File: config.mk
export PLATFORM = sky130hd
export DESIGN_NAME = tim_irq_flags
export DESIGN_NICKNAME = d
export VERILOG_FILES = /design/src/rtl/tim_flag_pkg.sv /design/src/rtl/tim_flag_events.sv /design/src/rtl/tim_flag_cell.sv /design/src/rtl/tim_flag_irq.sv /design/src/rtl/tim_irq_flags.sv
export SDC_FILE = /design/constraint.sdc
export NUM_CORES = 1
export LEC_CHECK = 0
export BUFFER_PORTS_ARGS = -buffer_cell sky130_fd_sc_hd__buf_2
export CORE_MARGIN = 5
export CORE_UTILIZATION = 37
export DETAILED_ROUTE_END_ITERATION = 16
export PLACE_DENSITY = 0.89
export SYNTH_ARGS = -nofsm -noshare
export SYNTH_HDL_FRONTEND = slang
export SYNTH_SLANG_ARGS = --single-unit
File: constraint.sdc
create_clock -name clk_i -period 0.9 [get_ports clk_i]
set_input_delay 0.18 -clock clk_i [delete_from_list [all_inputs] [get_ports clk_i]]
set_output_delay 0.18 -clock clk_i [all_outputs]
set_load 0.01 [all_outputs]
File: src/rtl/tim_flag_pkg.sv
package tim_flag_pkg;
  localparam int NUM_CH   = 4;
  localparam int NUM_FLAG = NUM_CH + 4;
  localparam int UPD_BIT  = 0;
  localparam int CH_LSB   = 1;
  localparam int COM_BIT  = NUM_CH + 1;
  localparam int TRG_BIT  = NUM_CH + 2;
  localparam int BRK_BIT  = NUM_CH + 3;

  typedef enum logic [1:0] {
    CNT_UP     = 2'd0,
    CNT_DOWN   = 2'd1,
    CNT_CENTER = 2'd2
  } cnt_mode_e;
endpackage

File: src/rtl/tim_flag_events.sv
module tim_flag_events
  import tim_flag_pkg::*;
#(
  parameter int NCH = NUM_CH,
  localparam int NF = NCH + 4
) (
  input  logic           brk_active_i,
  input  logic           trig_edge_i,
  input  logic           gated_mode_i,
  input  logic           gate_toggle_i,
  input  logic           com_evt_i,
  input  logic [NCH-1:0] ch_out_mode_i,
  input  logic [NCH-1:0] cmp_hit_i,
  input  logic [NCH-1:0] cmp_above_i,
  input  logic [NCH-1:0] cap_evt_i,
  input  logic [NCH-1:0] cap_rd_i,
  input  logic           ovf_i,
  input  logic           unf_i,
  input  logic [1:0]     cnt_mode_i,
  input  logic           rep_zero_i,
  input  logic           ug_req_i,
  input  logic           trig_reinit_i,
  input  logic           udis_i,
  input  logic           urs_i,
  input  logic           wr_en_i,
  input  logic [NF-1:0]  wr_data_i,
  output logic [NF-1:0]  set_o,
  output logic [NF-1:0]  clr_o
);
  logic          wrap_hit;
  logic [NF-1:0] sw_clr;

  // overflow qualifies in up/center, underflow in down
  assign wrap_hit = (cnt_mode_i == CNT_DOWN) ? unf_i : ovf_i;
  assign sw_clr   = {NF{wr_en_i}} & ~wr_data_i;

  assign set_o[NCH+1] = com_evt_i;
  assign set_o[NCH+2] = gated_mode_i ? gate_toggle_i : trig_edge_i;
  assign set_o[NCH+3] = brk_active_i;
  assign set_o[0]     = (!udis_i && (ovf_i || unf_i) && rep_zero_i) ||
                        (!udis_i && !urs_i && (ug_req_i || trig_reinit_i));

  assign clr_o[0]     = sw_clr[0];
  assign clr_o[NCH+1] = sw_clr[NCH+1];
  assign clr_o[NCH+2] = sw_clr[NCH+2];
  assign clr_o[NCH+3] = sw_clr[NCH+3] && !brk_active_i;

  for (genvar c = 0; c < NCH; c++) begin : g_ch
    assign set_o[c+1] = ch_out_mode_i[c] ? (cmp_hit_i[c] || (cmp_above_i[c] && wrap_hit))
                                         : cap_evt_i[c];
    assign clr_o[c+1] = sw_clr[c+1] || (!ch_out_mode_i[c] && cap_rd_i[c]);
  end
endmodule

File: src/rtl/tim_flag_cell.sv
module tim_flag_cell (
  input  logic clk_i,
  input  logic rst_ni,
  input  logic set_i,
  input  logic clr_i,
  output logic flag_o
);
  always_ff @(posedge clk_i or negedge rst_ni) begin
    if (!rst_ni)     flag_o <= 1'b0;
    else if (set_i)  flag_o <= 1'b1;
    else if (clr_i)  flag_o <= 1'b0;
  end

  a_r10_set_wins: assert property (@(posedge clk_i) disable iff (!rst_ni)
    set_i |=> flag_o);
  a_r9_hold_without_clear: assert property (@(posedge clk_i) disable iff (!rst_ni)
    (flag_o && !clr_i) |=> flag_o);
endmodule

File: src/rtl/tim_flag_irq.sv
module tim_flag_irq #(
  parameter int NF = 8
) (
  input  logic          clk_i,
  input  logic          rst_ni,
  input  logic [NF-1:0] flags_i,
  input  logic [NF-1:0] en_i,
  output logic [NF-1:0] irq_o
);
  always_ff @(posedge clk_i or negedge rst_ni) begin
    if (!rst_ni) irq_o <= '0;
    else         irq_o <= flags_i & en_i;
  end

  for (genvar i = 0; i < NF; i++) begin : g_chk
    a_r11_irq_rise: assert property (@(posedge clk_i) disable iff (!rst_ni)
      (flags_i[i] && en_i[i]) |=> irq_o[i]);
    a_r11_irq_quiet: assert property (@(posedge clk_i) disable iff (!rst_ni)
      !flags_i[i] |=> !irq_o[i]);
  end
endmodule

File: src/rtl/tim_irq_flags.sv
module tim_irq_flags
  import tim_flag_pkg::*;
#(
  parameter int NCH      = NUM_CH,
  parameter int STATUS_W = 16,
  localparam int NF      = NCH + 4
) (
  input  logic                clk_i,
  input  logic                rst_ni,
  input  logic                brk_active_i,
  input  logic                trig_edge_i,
  input  logic                gated_mode_i,
  input  logic                gate_toggle_i,
  input  logic                com_evt_i,
  input  logic [NCH-1:0]      ch_out_mode_i,
  input  logic [NCH-1:0]      cmp_hit_i,
  input  logic [NCH-1:0]      cmp_above_i,
  input  logic [NCH-1:0]      cap_evt_i,
  input  logic [NCH-1:0]      cap_rd_i,
  input  logic                ovf_i,
  input  logic                unf_i,
  input  logic [1:0]          cnt_mode_i,
  input  logic                rep_zero_i,
  input  logic                ug_req_i,
  input  logic                trig_reinit_i,
  input  logic                udis_i,
  input  logic                urs_i,
  input  logic                wr_en_i,
  input  logic [NF-1:0]       wr_data_i,
  input  logic [NF-1:0]       irq_en_i,
  output logic [STATUS_W-1:0] status_o,
  output logic [NF-1:0]       irq_o
);
  logic [NF-1:0] set_v, clr_v, flags;

  tim_flag_events #(.NCH(NCH)) u_events (
    .brk_active_i, .trig_edge_i, .gated_mode_i, .gate_toggle_i, .com_evt_i,
    .ch_out_mode_i, .cmp_hit_i, .cmp_above_i, .cap_evt_i, .cap_rd_i,
    .ovf_i, .unf_i, .cnt_mode_i, .rep_zero_i, .ug_req_i, .trig_reinit_i,
    .udis_i, .urs_i, .wr_en_i, .wr_data_i,
    .set_o(set_v), .clr_o(clr_v)
  );

  for (genvar i = 0; i < NF; i++) begin : g_flag
    tim_flag_cell u_cell (
      .clk_i, .rst_ni, .set_i(set_v[i]), .clr_i(clr_v[i]), .flag_o(flags[i])
    );
  end

  tim_flag_irq #(.NF(NF)) u_irq (
    .clk_i, .rst_ni, .flags_i(flags), .en_i(irq_en_i), .irq_o
  );

  assign status_o = {{(STATUS_W-NF){1'b0}}, flags};

  a_r2_brk_sets: assert property (@(posedge clk_i) disable iff (!rst_ni)
    brk_active_i |=> status_o[NCH+3]);
  a_r7_udis_blocks: assert property (@(posedge clk_i) disable iff (!rst_ni)
    (udis_i && !status_o[0]) |=> !status_o[0]);
  a_r8_urs_blocks_req: assert property (@(posedge clk_i) disable iff (!rst_ni)
    (urs_i && !ovf_i && !unf_i && !status_o[0]) |=> !status_o[0]);
  a_r1_upper_zero: assert property (@(posedge clk_i) disable iff (!rst_ni)
    1'b1 |=> (status_o >> NF) == '0);

  for (genvar c = 0; c < NCH; c++) begin : g_cap_chk
    a_r6_read_clears: assert property (@(posedge clk_i) disable iff (!rst_ni)
      (!ch_out_mode_i[c] && cap_rd_i[c] && !cap_evt_i[c]) |=> !status_o[c+1]);
  end
endmodule

# Yosys cells after proc, flatten, opt, wreduce, memory -nomap -nowiden
# Index checks and enable logic that the tools add are counted.
# Widths: inputs -> output; s select.
[op_classes]
add_sub_neg = 0
multipliers = 0
n_div = 0
n_lt_le_gt_ge = 0
eq_ne = 1
shifts = 0
muxes = 22
bitwise = 3
reduce_logical = 39
[op_table]
columns = ["operator", "n"]
rows = [
  ["$mux 1", 22],
  ["$and 8x8->8", 2],
  ["$reduce_bool 2->1", 8],
  ["$logic_and 1x1->1", 13],
  ["$logic_or 1x1->1", 11],
  ["$not 8->8", 1],
  ["$logic_not 1->1", 7],
  ["$eq 2x1->1 const B", 1],
]
[totals]
reg_bits = 16
latchBits = 0
ramBits = 0
rom_bits = 0
in_bits = 53
output_inout_bits = 24
wordCells = 74
n_memories = 0

# Logic depth before layout (Yosys ltp)
# Gate-level depths: netlist of run 1.
[depth]
word_depth = 6
mapped_depth = 3
mapped_depth_nobuf = 3

# Cells and area by module
# From an unflattened synthesis of run 1, not the netlist that was laid out.
[hier_totals]
cells_unflattened = 82
area_unflattened_um2 = 810.8
[by_module_without_submodules]
columns = ["mod", "instances", "cells_each", "area_each_um2"]
rows = [
  ["tim_flag_cell", 8, 3, 36.3],
  ["tim_flag_irq", 1, 16, 250.2],
  ["tim_flag_events", 1, 33, 206.4],
  ["tim_irq_flags", 1, 9, 63.8],
]

# Least setup slack after synthesis of run 1
# Ideal clock, no wire load.
[synth_timing]
kind = "input to register"
start = "in cnt_mode_i[0]"
end = "reg g_flag[1].u_cell.flag_o"
setup_ns = 0.077
arrival_time_ns = 0.776
path_slack_ns = 0.046
stages = 3
path_buffers = 0
path_cell_list = "nor2b_4 > mux2_4 > a21oi_1"
[synth_via]
elab_chain_cells = 6
elab_cells_between_ends = 7
cone_classes = "1 x eq/ne; 3 x mux; 3 x reduce/logical"
[synth_lines]
columns = ["element", "line_no", "text"]
rows = [
  ["start: declaration", "tim_irq_flags.sv:22", "input logic [1:0] cnt_mode_i,"],
  ["$eq 2x1->1 (*)", "tim_flag_events.sv:34", "assign wrap_hit = (cnt_mode_i == CNT_DOWN) ? unf_i : ovf_i;"],
  ["$mux 1 (*)", "tim_flag_events.sv:34", ""],
  ["$logic_and 1x1->1 (*)", "tim_flag_events.sv:49", "assign set_o[c+1] = ch_out_mode_i[c] ? (cmp_hit_i[c] || (cmp_above_i[c] && wrap_hit))"],
  ["$logic_or 1x1->1 (*)", "tim_flag_events.sv:49", ""],
  ["$mux 1 (*)", "tim_flag_events.sv:49", ""],
  ["$mux 1 / $reduce_bool 2->1 (equally long branches)", "n/a", ""],
  ["end signal: assignment", "tim_flag_cell.sv:9", "if (!rst_ni) flag_o <= 1'b0;"],
  ["end signal: assignment", "tim_flag_cell.sv:10", "else if (set_i) flag_o <= 1'b1;"],
  ["end signal: assignment", "tim_flag_cell.sv:11", "else if (clr_i) flag_o <= 1'b0;"],
  ["end: declaration", "tim_flag_cell.sv:6", "output logic flag_o"],
]
# Every way passes the cells marked *; elsewhere a longest branch is shown, timed or not.
# A chain may end at the register's enable or synchronous reset.

# Worst setup path after layout of run 1
[layout_timing]
start = "reg g_flag[3].u_cell.flag_o"
end = "out status_o[3]"
[layout_rtl]
columns = ["element", "line_no", "text"]
rows = [
  ["start: declaration", "tim_flag_cell.sv:6", ""],
  ["start signal: assignment", "tim_flag_cell.sv:9", ""],
  ["start signal: assignment", "tim_flag_cell.sv:10", ""],
  ["start signal: assignment", "tim_flag_cell.sv:11", ""],
  ["end: declaration", "tim_irq_flags.sv:31", "output logic [STATUS_W-1:0] status_o,"],
]
# No word-level cell between the ends.

==> metrics.txt, run 1 <==
outcome=finished with violations; violated checks=setup timing; largest cells by area after synthesis=dfrtp_1 (45%), buf_4 (14%), nand2b_1 (7.0%); Max-cap violations=0; number of routed nets with antenna violations=0; Max Freq=around 980 MHz; die area=between 0.003 and 0.004 mm²; cell taking the most area after synthesis=dfrtp_1; Synth top area share=around 45%; Slew Viols, Final=0; TritonCTS Buffers=3; CP delay by family, top=flip-flops; crit-path max FO=4; clk slew on worst S/H paths=0.09 ns; first-pass GRT wire length=approximately 3.7 mm; row count=17; Post-synth EDFFs=0; 1st-iter DRT viols=20; IO Pins=77; WP buf/inv=1; IO buf count=68; CP startpoint kind=flip-flop; Tcrit/Tclk final=113%; Hold EP=g_flag[0].u_cell.flag_o; Max H-tree Level=1; Initial Util=about two fifths; Core Region=about 0.0023 mm²; Reg2Reg Depth=2; post-synthesis cell type count=15; antenna violations before repair=0; pwr dens=around 1300 mW/mm²; layout cells sized above 1=a little over half; critical path's slowest cell=dfrtp_1; peak supply drop=0.724 mV; worst reg2reg path startpoint=g_flag[3].u_cell.flag_o; Root Driver=clkbuf_4; Mapped Area=between 800 and 900 µm²; Via density=roughly 4.5; RSZ-0062 raised after global routing=true; Pre-Repair DR Iteration Count=4; CTS tree=yes; # diodes=0; Layout area overhead=41.9%; most frequent cells after synthesis=buf_4 (16), dfrtp_1 (16), nand2b_1 (10), nand2_1 (9); asr flop ratio synth=100%; # setup viols final=19; Die Ht=about 59 µm; Final WS setup=-0.119 ns; register area share after synthesis=45.0%; Req. time, crit path=0.72 ns; CP arrival=around 0.84 ns; routed len/inst=12.3 µm; HPWL after DPL=about 2 mm; critical setup path kind=reg2out; Leak=~0.67 nW; Post-Syn Area per Cell=~9.8 µm²; CTS max path bufs=2; Worst Skew=~0.00041 ns; reg2reg end=g_flag[3].u_cell.flag_o; die outline width=59.0 µm; nets@finish=between 200 and 250; Synth Flop Type=dfrtp_1; final core occ=around 56%; Hold Startpoint=udis_i; cell count after synthesis=91; Residual DRC=0; largest net degree at the start of global routing=17; RePlAce Congestion=about 0.72; YS warnings=0; crit path capture type=primary output; worst path cell trace=buf_2; final wirelength=between 2 and 2.5 mm; vias in the first global route=around 900; grt total ovfl=0; Post-DP Area=between 0.001 and 0.0015 mm²; worst hold-check path type=in2reg; GRT Resource Usage Total=between 10 and 15%; Worst R2R Setup Slack=-0.04 ns; slowest cell delay on critical path=0.42 ns; hold path cells=2; post-route cell area=around 0.0013 mm²; Vias=840; Hold Fails Final Rpt=0; post-place setup slack=-0.123 ns; synthesized flop and latch total=16; min Tclk post-route=1.02 ns; Worst-Skew Late Latency=approximately 0.27 ns; clk sink count=16
## cell usage in the layout, fill, tap and decap left out, types with 2 or more instances in the layout
master	n
a311oi_2	3
dfrtp_1	16
nand2b_1	10
nand2_1	9
and2_1	8
inv_1	5
o21ai_0	6
a21oi_1	8
clkbuf_4	3
buf_2	68
buf_4	2
conb_1	8
mux2_4	4
## through the flow
stage               hold WS [ns]  total power [W]  std cells  setup TNS, ns
floorplan                 -0.116          0.00105         98              0
global placement           0.103          0.00119        178         -0.277
detailed placement         0.109          0.00120        178         -0.434
CTS                       0.0817          0.00169        186          -1.46
global route              0.0889          0.00177        186          -2.02
finish                    0.0902          0.00167        186          -1.20
## layer usage
metal	routed length (µm)	track usage (%)	share of wire (%)
met4	22	5.83	0.96
met5	0	0	0
met2	1190	26.3	52
met1	766	14.6	33
met3	314	3.27	14
## report_power, final
part,total (W),switching (W),internal [W]
Combinational,0.000412,0.000192,0.000219
Sequential,0.000805,0.0000272,0.000778
Clock,0.000449,0.000204,0.000246
## timing repair
item | CTS | global route
gates resized for setup | 3 | 1
endpoints found under the hold margin | 16 | 0
gates cloned | 0 | 0
hold buffers | 1 | 0
setup endpoints to repair | 17 | 20
buffers inserted | 3 | 0
pin swaps | 3 | 0
## how the worst max path moves through the flow
stage                                 start                 endpoint  cells after the start
floorplan                     cnt_mode_i[0]  g_flag[1].u_cell.flag_o                      3
global placement              cnt_mode_i[1]  g_flag[1].u_cell.flag_o                      4
detailed placement            cnt_mode_i[1]  g_flag[1].u_cell.flag_o                      4
CTS                 g_flag[3].u_cell.flag_o              status_o[3]                      1
global route        g_flag[0].u_cell.flag_o              status_o[0]                      1
finish              g_flag[3].u_cell.flag_o              status_o[3]                      1
## cell families after synthesis
kind of cell | synth area share, %
AOI/OAI and AO/OA | 12.7
buffers and inverters | 15.6
DFF | 45.0
muxes | 7.88
other | 0.422
and+or+nand+nor | 18.4
## registers in the layout, indices dropped and copies added, names as in the netlist
signal,count
u_irq.irq_o,8
g_flag.u_cell.flag_o,8
## layout make-up
class,count,area (µm²)
Timing Repair Buffer,72,377
Inverter,5,18.8
Sequential cell,16,400
Tap cell,28,35.0
Multi-Input combinational cell,61,395
Clock buffer,4,36.3
Fill cell,213,992
(Power assumes the default switching activity.)
==> inputs of run 2 (changes only) <==
Settings changed: CORE_UTILIZATION 37 to 39, CTS_BUF_LIST set to sky130_fd_sc_hd__clkbuf_8, PLACE_DENSITY 0.89 to 0.92.
==> run 2 against run 1 <==
Clock skew up 0.0060 ns. Count of clock-buffer cells in the layout is 1 lower. Core utilization is 4.9 points higher. The run still ends with setup timing left. Sequential cell count stayed put. Die area is 4.3% lower. Hold slack improved by 0.045 ns. Routed wire length increased by 6.5%. Global-route usage down 0.56 points. Non-clock buffer count is 8 higher. Cell count increased by 3.8%. Maximum frequency is 4.3% higher.
==> metrics.txt, run 2 (same netlist as run 1, synthesis figures left out) <==
outcome=finished with violations; violated checks=setup timing; # setup viols final=14 (-5); die area=0.00334 mm² (-4.3%); sw power=0.000429 W (+1.3%); critical setup path kind=reg2out; vias in the first global route=855 (-5.1%); RePlAce Congestion=0.790 (+9.2%); Worst setup startpoint=g_flag[4].u_cell.flag_o; layout cells sized above 1=55.2% (+2.6 points); Max-cap violations=0 (unchanged); crit path capture type=primary output; row count=17 (unchanged); min Tclk post-route=0.977 ns (-0.0421 ns); final total power=0.00176 W (+5.6%); die outline width=57.8 µm (-2.2%); Filler Cell Count=188 (-12%); RSZ-0062 raised after global routing=true; Pre-Repair DR Iteration Count=2 (-2); Final WS setup=-0.0766 ns (+0.0421 ns); Hold Startpoint=udis_i; CTS tree=yes; slowest cell delay on critical path=0.41 ns (about the same); CP startpoint kind=flip-flop; clk slew on worst S/H paths=0.06 ns (-0.03 ns); nets@finish=220 (+3.8%); Req. time, crit path=0.72 ns (about the same); TritonCTS Buffers=3 (unchanged); Hold Fails Final Rpt=0 (unchanged); register area=400 µm² (unchanged); antenna violations before repair=0 (unchanged); largest net degree at the start of global routing=17 (unchanged); Layout area overhead=49.9%; top flop regs=g_flag.u_cell.flag_o: 8 flops, u_irq.irq_o: 8 flops; Max Freq=1020 MHz (+4.3%); CP arrival=0.80 ns (-0.04 ns); most frequent cells in the layout=buf_2 (66), dfrtp_1 (16), buf_4 (11); grt total ovfl=0 (unchanged); CTS max path bufs=2 (unchanged); Slew Viols, Final=0 (unchanged); worst reg2reg path startpoint=g_flag[5].u_cell.flag_o; commonest non-fill, non-tap cell in the layout=buf_2; pwr dens=1320 mW/mm² (about the same); Vias=861 (+2.5%); Root Driver=clkbuf_8; routed len/inst=12.6 µm (+2.6%); final setup TNS=-0.369 ns (+0.826 ns); peak supply drop=0.712 mV (-1.6%); post-place setup slack=-0.131 ns (-0.00775 ns); clk sink count=16 (unchanged); WP buf/inv=1 (unchanged); clock share of power=28.0% (+1.0 points); Logic pwr share=26.1% (+1.4 points); Max H-tree Level=1 (unchanged); Via density=4.46 (-1.2%); number of routed nets with antenna violations=0 (unchanged); GRT Resource Usage Total=13.4% (-0.56 points); Core Region=0.00219 mm² (-2.8%); crit-path max FO=4 (unchanged); Worst-Skew Late Latency=0.24 ns (-0.03 ns); worst hold-check path type=in2reg; Residual DRC=0 (unchanged); hold slack=0.135 ns (+0.0447 ns); Die Ht=57.8 µm (-2.2%); critical path's slowest cell=dfrtp_1; first-pass GRT wire length=3.46 mm (-5.8%); Leak=0.711 nW (+6.2%); Worst Skew=0.00639 ns (+0.00598 ns); worst path cell trace=buf_2; # diodes=0 (unchanged); Tcrit/Tclk final=109% (-4.7 points); internal power=0.00133 W (+7.1%); Sequential Power Share=45.9% (-2.4 points); final wirelength=2.44 mm (+6.5%); Multi-input gate area=393 µm² (-0.63%); HPWL after DPL=1.95 mm (-1.9%); CP delay by family, top=flip-flops; sw frac=24.4% (-1.0 points); 1st-iter DRT viols=12 (-40%); Initial Util=40.6% (+1.1 points); IO buf count=68 (unchanged); IO Pins=77 (unchanged)
-- run 2: cell types whose count changed in the layout (fill, tap and decap cells not counted), sizes merged --
cell	before	now
clkbuf	4	3
buf	71	79
-- run 2: final cells by class --
type                            count  share of cell area (%)
Clock buffer                        3                    3.10
Inverter                            5                    1.41
Multi-Input combinational cell     61                    29.5
Sequential cell                    16                    30.0
Tap cell                           28                    2.63
Timing Repair Buffer               80                    33.4
-- run 2: worst reg2reg max path, delay by kind of cell (launching register included) --
kind | cells | cell delay [ns]
buf+inv | 2 | 0.25
flops | 1 | 0.38
simple gates | 1 | 0.15
-- run 2: metal layers --
metal | global-route usage [%] | vias to the layer above | part of all wire [%]
met5 | 0 | - | 0
met4 | 3.97 | 0 | 1.0
met3 | 4.23 | 2 | 13
met2 | 26.6 | 46 | 54
met1 | 12.9 | 389 | 32
li1 | - | 424 | -
-- run 2: power by group through the flow --
stage | combinational [W] | clock [W] | sequential, W
final | 0.000459 | 0.000492 | 0.000809
after global routing | 0.000506 | 0.000543 | 0.000815
after CTS | 0.000433 | 0.000514 | 0.000805
after detailed placement | 0.000385 | 0 | 0.000823
after global placement | 0.000372 | 0 | 0.000821
after floorplan | 0.000217 | 0 | 0.000835
-- run 2: through the flow --
stage | instance area (µm²) | std cells | util, %
2_1_floorplan | 916 | 98 | -
3_3_place_gp | 1190 | 180 | 54.1
3_5_place_dp | 1190 | 180 | 54.1
4_1_cts | 1290 | 191 | 58.9
5_1_grt | 1330 | 193 | 60.9
6_report | 1330 | 193 | 60.9
-- run 2: what timing repair did --
item,CTS,global route
gates resized for setup,0,7
setup buffers,7,2
hold buffers,1,0
setup endpoints to repair,15,18
pin swaps,0,0
endpoints found under the hold margin,16,0
-- run 2: path summary, 6_finish.rpt --
kind | endpoint | slack (ns) | cells past startpoint
worst min-delay path | g_flag[0].u_cell.flag_o | 0.13 | 2
worst max-delay path | status_o[4] | -0.08 | 1
min in group asynchronous | g_flag[5].u_cell.flag_o | 0.38 | 2
max in group asynchronous | g_flag[2].u_cell.flag_o | 0.27 | 2
worst min register to register | u_irq.irq_o[4] | 0.56 | 1
worst max register to register | u_irq.irq_o[5] | 0 | 3
==> inputs of run 3 (changes only) <==
Settings changed: CORE_UTILIZATION 39 to 37, PLACE_DENSITY 0.92 to 0.91, RECOVER_POWER set to 100, SYNTH_HIERARCHICAL set to 1.
==> run 3 against run 2 <==
The flow still finishes with violations (setup timing). Critical path type unchanged. Sequential power barely moved. Cell count fell by 3.1%. Core utilization fell by 1.9 points. Combinational power fell by 4%. Hold slack got worse by 0.0065 ns. Synthesized cell count fell by 9.9%. Die area fell by 3.3%. Global-route usage rose by 0.85 points. Maximum frequency rose by 3.2%. Critical endpoint is now status_o[0]. Non-clock buffer count fell by 4.
==> metrics.txt, run 3 <==
outcome=finished with violations; violated checks=setup timing; register area share after synthesis=49.4% (+4.4 points); Worst Skew=0.00357 ns (-0.00282 ns); sw power=0.000434 W (+1.2%); Tcrit/Tclk final=105% (-3.4 points); post-synthesis cell type count=18 (+3); internal power=0.00141 W (+5.9%); Sequential Power Share=43.8% (-2.1 points); CP delay by family, top=flip-flops; Synth top area share=49.4% (+4.4 points); number of routed nets with antenna violations=0 (unchanged); slowest cell delay on critical path=0.38 ns (-0.03 ns); Vias=803 (-6.7%); Post-synth EDFFs=0 (unchanged); most frequent cells in the layout=buf_2 (65), dfrtp_1 (16), inv_1 (13); Post-Syn Area per Cell=9.89 µm² (+1.1%); clock share of power=32.3% (+4.3 points); Mapped Area=811 µm² (-8.9%); TritonCTS Buffers=3 (unchanged); first-pass GRT wire length=3.65 mm (+5.4%); pwr dens=1450 mW/mm² (+10%); CTS max path bufs=2 (unchanged); largest cells by area after synthesis=dfrtp_1 (49%), buf_4 (9.3%), a21o_1 (7.4%); worst path cell trace=buf_2; asr flop ratio synth=100% (unchanged); Root Driver=clkbuf_8; Initial Util=37.7% (-2.9 points); die area=0.00323 mm² (-3.3%); Hold Fails Final Rpt=0 (unchanged); Die Ht=56.8 µm (-1.6%); peak supply drop=0.857 mV (+20%); IO Pins=77 (unchanged); RSZ-0062 raised after global routing=true; Max Freq=1060 MHz (+3.2%); CP startpoint kind=flip-flop; Core Region=0.00215 mm² (-1.9%); most frequent cells after synthesis=dfrtp_1 (16), inv_1 (13), buf_4 (10), a21o_1 (8), and2_1 (8); clk sink count=16 (unchanged); Max H-tree Level=1 (unchanged); Pre-Repair DR Iteration Count=4 (+2); row count=17 (unchanged); # diodes=0 (unchanged); synthesized flop and latch total=16 (unchanged); Placed Cells incl. Taps=175 (-2.8%); YS warnings=6 (+6); min Tclk post-route=0.946 ns (-0.0302 ns); crit path capture type=primary output; sw frac=23.5% (-0.83 points); Synth Flop Type=dfrtp_1; Slew Viols, Final=0 (unchanged); top flop regs=g_flag.u_cell/flag_o: 8 flops, u_irq/irq_o: 8 flops; post-place setup slack=-0.237 ns (-0.107 ns); cell taking the most area after synthesis=dfrtp_1; nets@finish=213 (-3.2%); cell count after synthesis=82 (-9.9%); Req. time, crit path=0.72 ns (about the same); Finished Layout Cells=187 (-3.1%); Max-cap violations=0 (unchanged); Final WS setup=-0.0464 ns (+0.0302 ns); Leak=0.712 nW (+0.12%); count leader, synth=dfrtp_1; HPWL after DPL=1.86 mm (-4.6%); antenna violations before repair=0 (unchanged); WP buf/inv=1 (unchanged); worst hold-check path type=in2reg; critical setup path kind=reg2out; Worst-Skew Late Latency=0.24 ns (about the same); layout cells sized above 1=50.9% (-4.2 points); final wirelength=2.23 mm (-8.6%); Layout area overhead=56.3%; final core occ=59.0% (-1.9 points); CTS tree=yes; GRT Resource Usage Total=14.3% (+0.85 points); die outline width=56.8 µm (-1.6%); critical path's slowest cell=dfrtp_1; 1st-iter DRT viols=22 (+10); crit-path max FO=2 (-2); RePlAce Congestion=0.799 (+1.2%); vias in the first global route=819 (-4.2%); largest net degree at the start of global routing=17 (unchanged); commonest non-fill, non-tap cell in the layout=buf_2; final total power=0.00184 W (+4.7%); routed len/inst=11.9 µm (-5.7%); clk slew on worst S/H paths=0.06 ns (about the same); IO buf count=68 (unchanged); Logic pwr share=23.9% (-2.2 points); CP arrival=0.77 ns (-0.03 ns); Residual DRC=0 (unchanged); grt total ovfl=0 (unchanged); # setup viols final=14 (unchanged); final setup TNS=-0.320 ns (+0.0484 ns); Via density=4.29 (-3.7%)
-- run 3: cell count changes in the layout (fill, tap and decap cells not counted), sizes merged, moves of 2 or more --
cell | previous run | this run
buf | 79 | 68
a21o | 0 | 8
nand2b | 10 | 0
mux2i | 1 | 5
nor2 | 1 | 3
a21oi | 8 | 1
inv | 5 | 13
mux2 | 4 | 1
clkbuf | 3 | 11
o22ai | 0 | 4
a311oi | 4 | 0
nand2 | 9 | 4
-- run 3: power by group through the flow --
stage	combinational [W]	clock [W]	sequential (W)
after floorplan	0.000161	0	0.000857
after global routing	0.000492	0.000654	0.000816
final	0.000440	0.000596	0.000808
after detailed placement	0.000381	0	0.000826
after CTS	0.000438	0.000612	0.000805
after global placement	0.000369	0	0.000823
-- run 3: cell families after synthesis --
kind of cell           Yosys count  share of synthesized area [%]
other                            1                          0.463
muxes                            6                           8.02
AOI/OAI and AO/OA               19                           15.1
DFF                             16                           49.4
and+or+nand+nor                 17                           11.7
buffers and inverters           23                           15.3
-- run 3: repair_timing --
action | in CTS | in global routing
pin swaps | 0 | 1
hold buffers | 1 | 0
buffers inserted | 7 | 1
endpoints found under the hold margin | 16 | 0
endpoints found under the setup margin | 16 | 20
resized for setup | 0 | 3
-- run 3: layout make-up --
class	instances	area (µm²)
Multi-Input combinational cell	50	317
Fill cell	188	881
Inverter	13	48.8
Tap cell	28	35.0
Clock buffer	4	55.1
Sequential cell	16	400
Timing Repair Buffer	76	412
-- run 3: final timing paths --
path	slack (ns)	startpoint	depth (start not counted)	end
worst max-delay path	-0.05	g_flag[0].u_cell/flag_o	1	status_o[0]
worst min-delay path	0.13	com_evt_i	2	g_flag[5].u_cell/flag_o
worst max register to register	0.10	g_flag[0].u_cell/flag_o	2	g_flag[0].u_cell/flag_o
worst min register to register	0.50	g_flag[7].u_cell/flag_o	1	g_flag[7].u_cell/flag_o
max in group asynchronous	0.21	rst_ni	2	u_irq/irq_o[7]
min in group asynchronous	0.42	rst_ni	2	u_irq/irq_o[6]
-- run 3: per-layer routing --
layer  GRT usage (%)  share of wire (%)
met3            6.90                 16
met4            5.30               0.58
met1            15.2                 35
met2            24.3                 48
met5               0                  0
-- run 3: worst reg2reg max path, delay by kind of cell (launching register included) --
| kind | cells | cell delay [ns] |
|---|---|---|
| AO/OA/AOI/OAI | 1 | 0.17 |
| buffers and inverters | 1 | 0.15 |
| flip-flops | 1 | 0.38 |
-- run 3: per-stage QoR --
stage          hold slack, ns  instance area, µm²
2_1_floorplan          -0.116                 837
3_3_place_gp           0.0997                1140
3_5_place_dp           0.0991                1140
4_1_cts                 0.125                1250
5_1_grt                 0.133                1270
6_report                0.128                1270
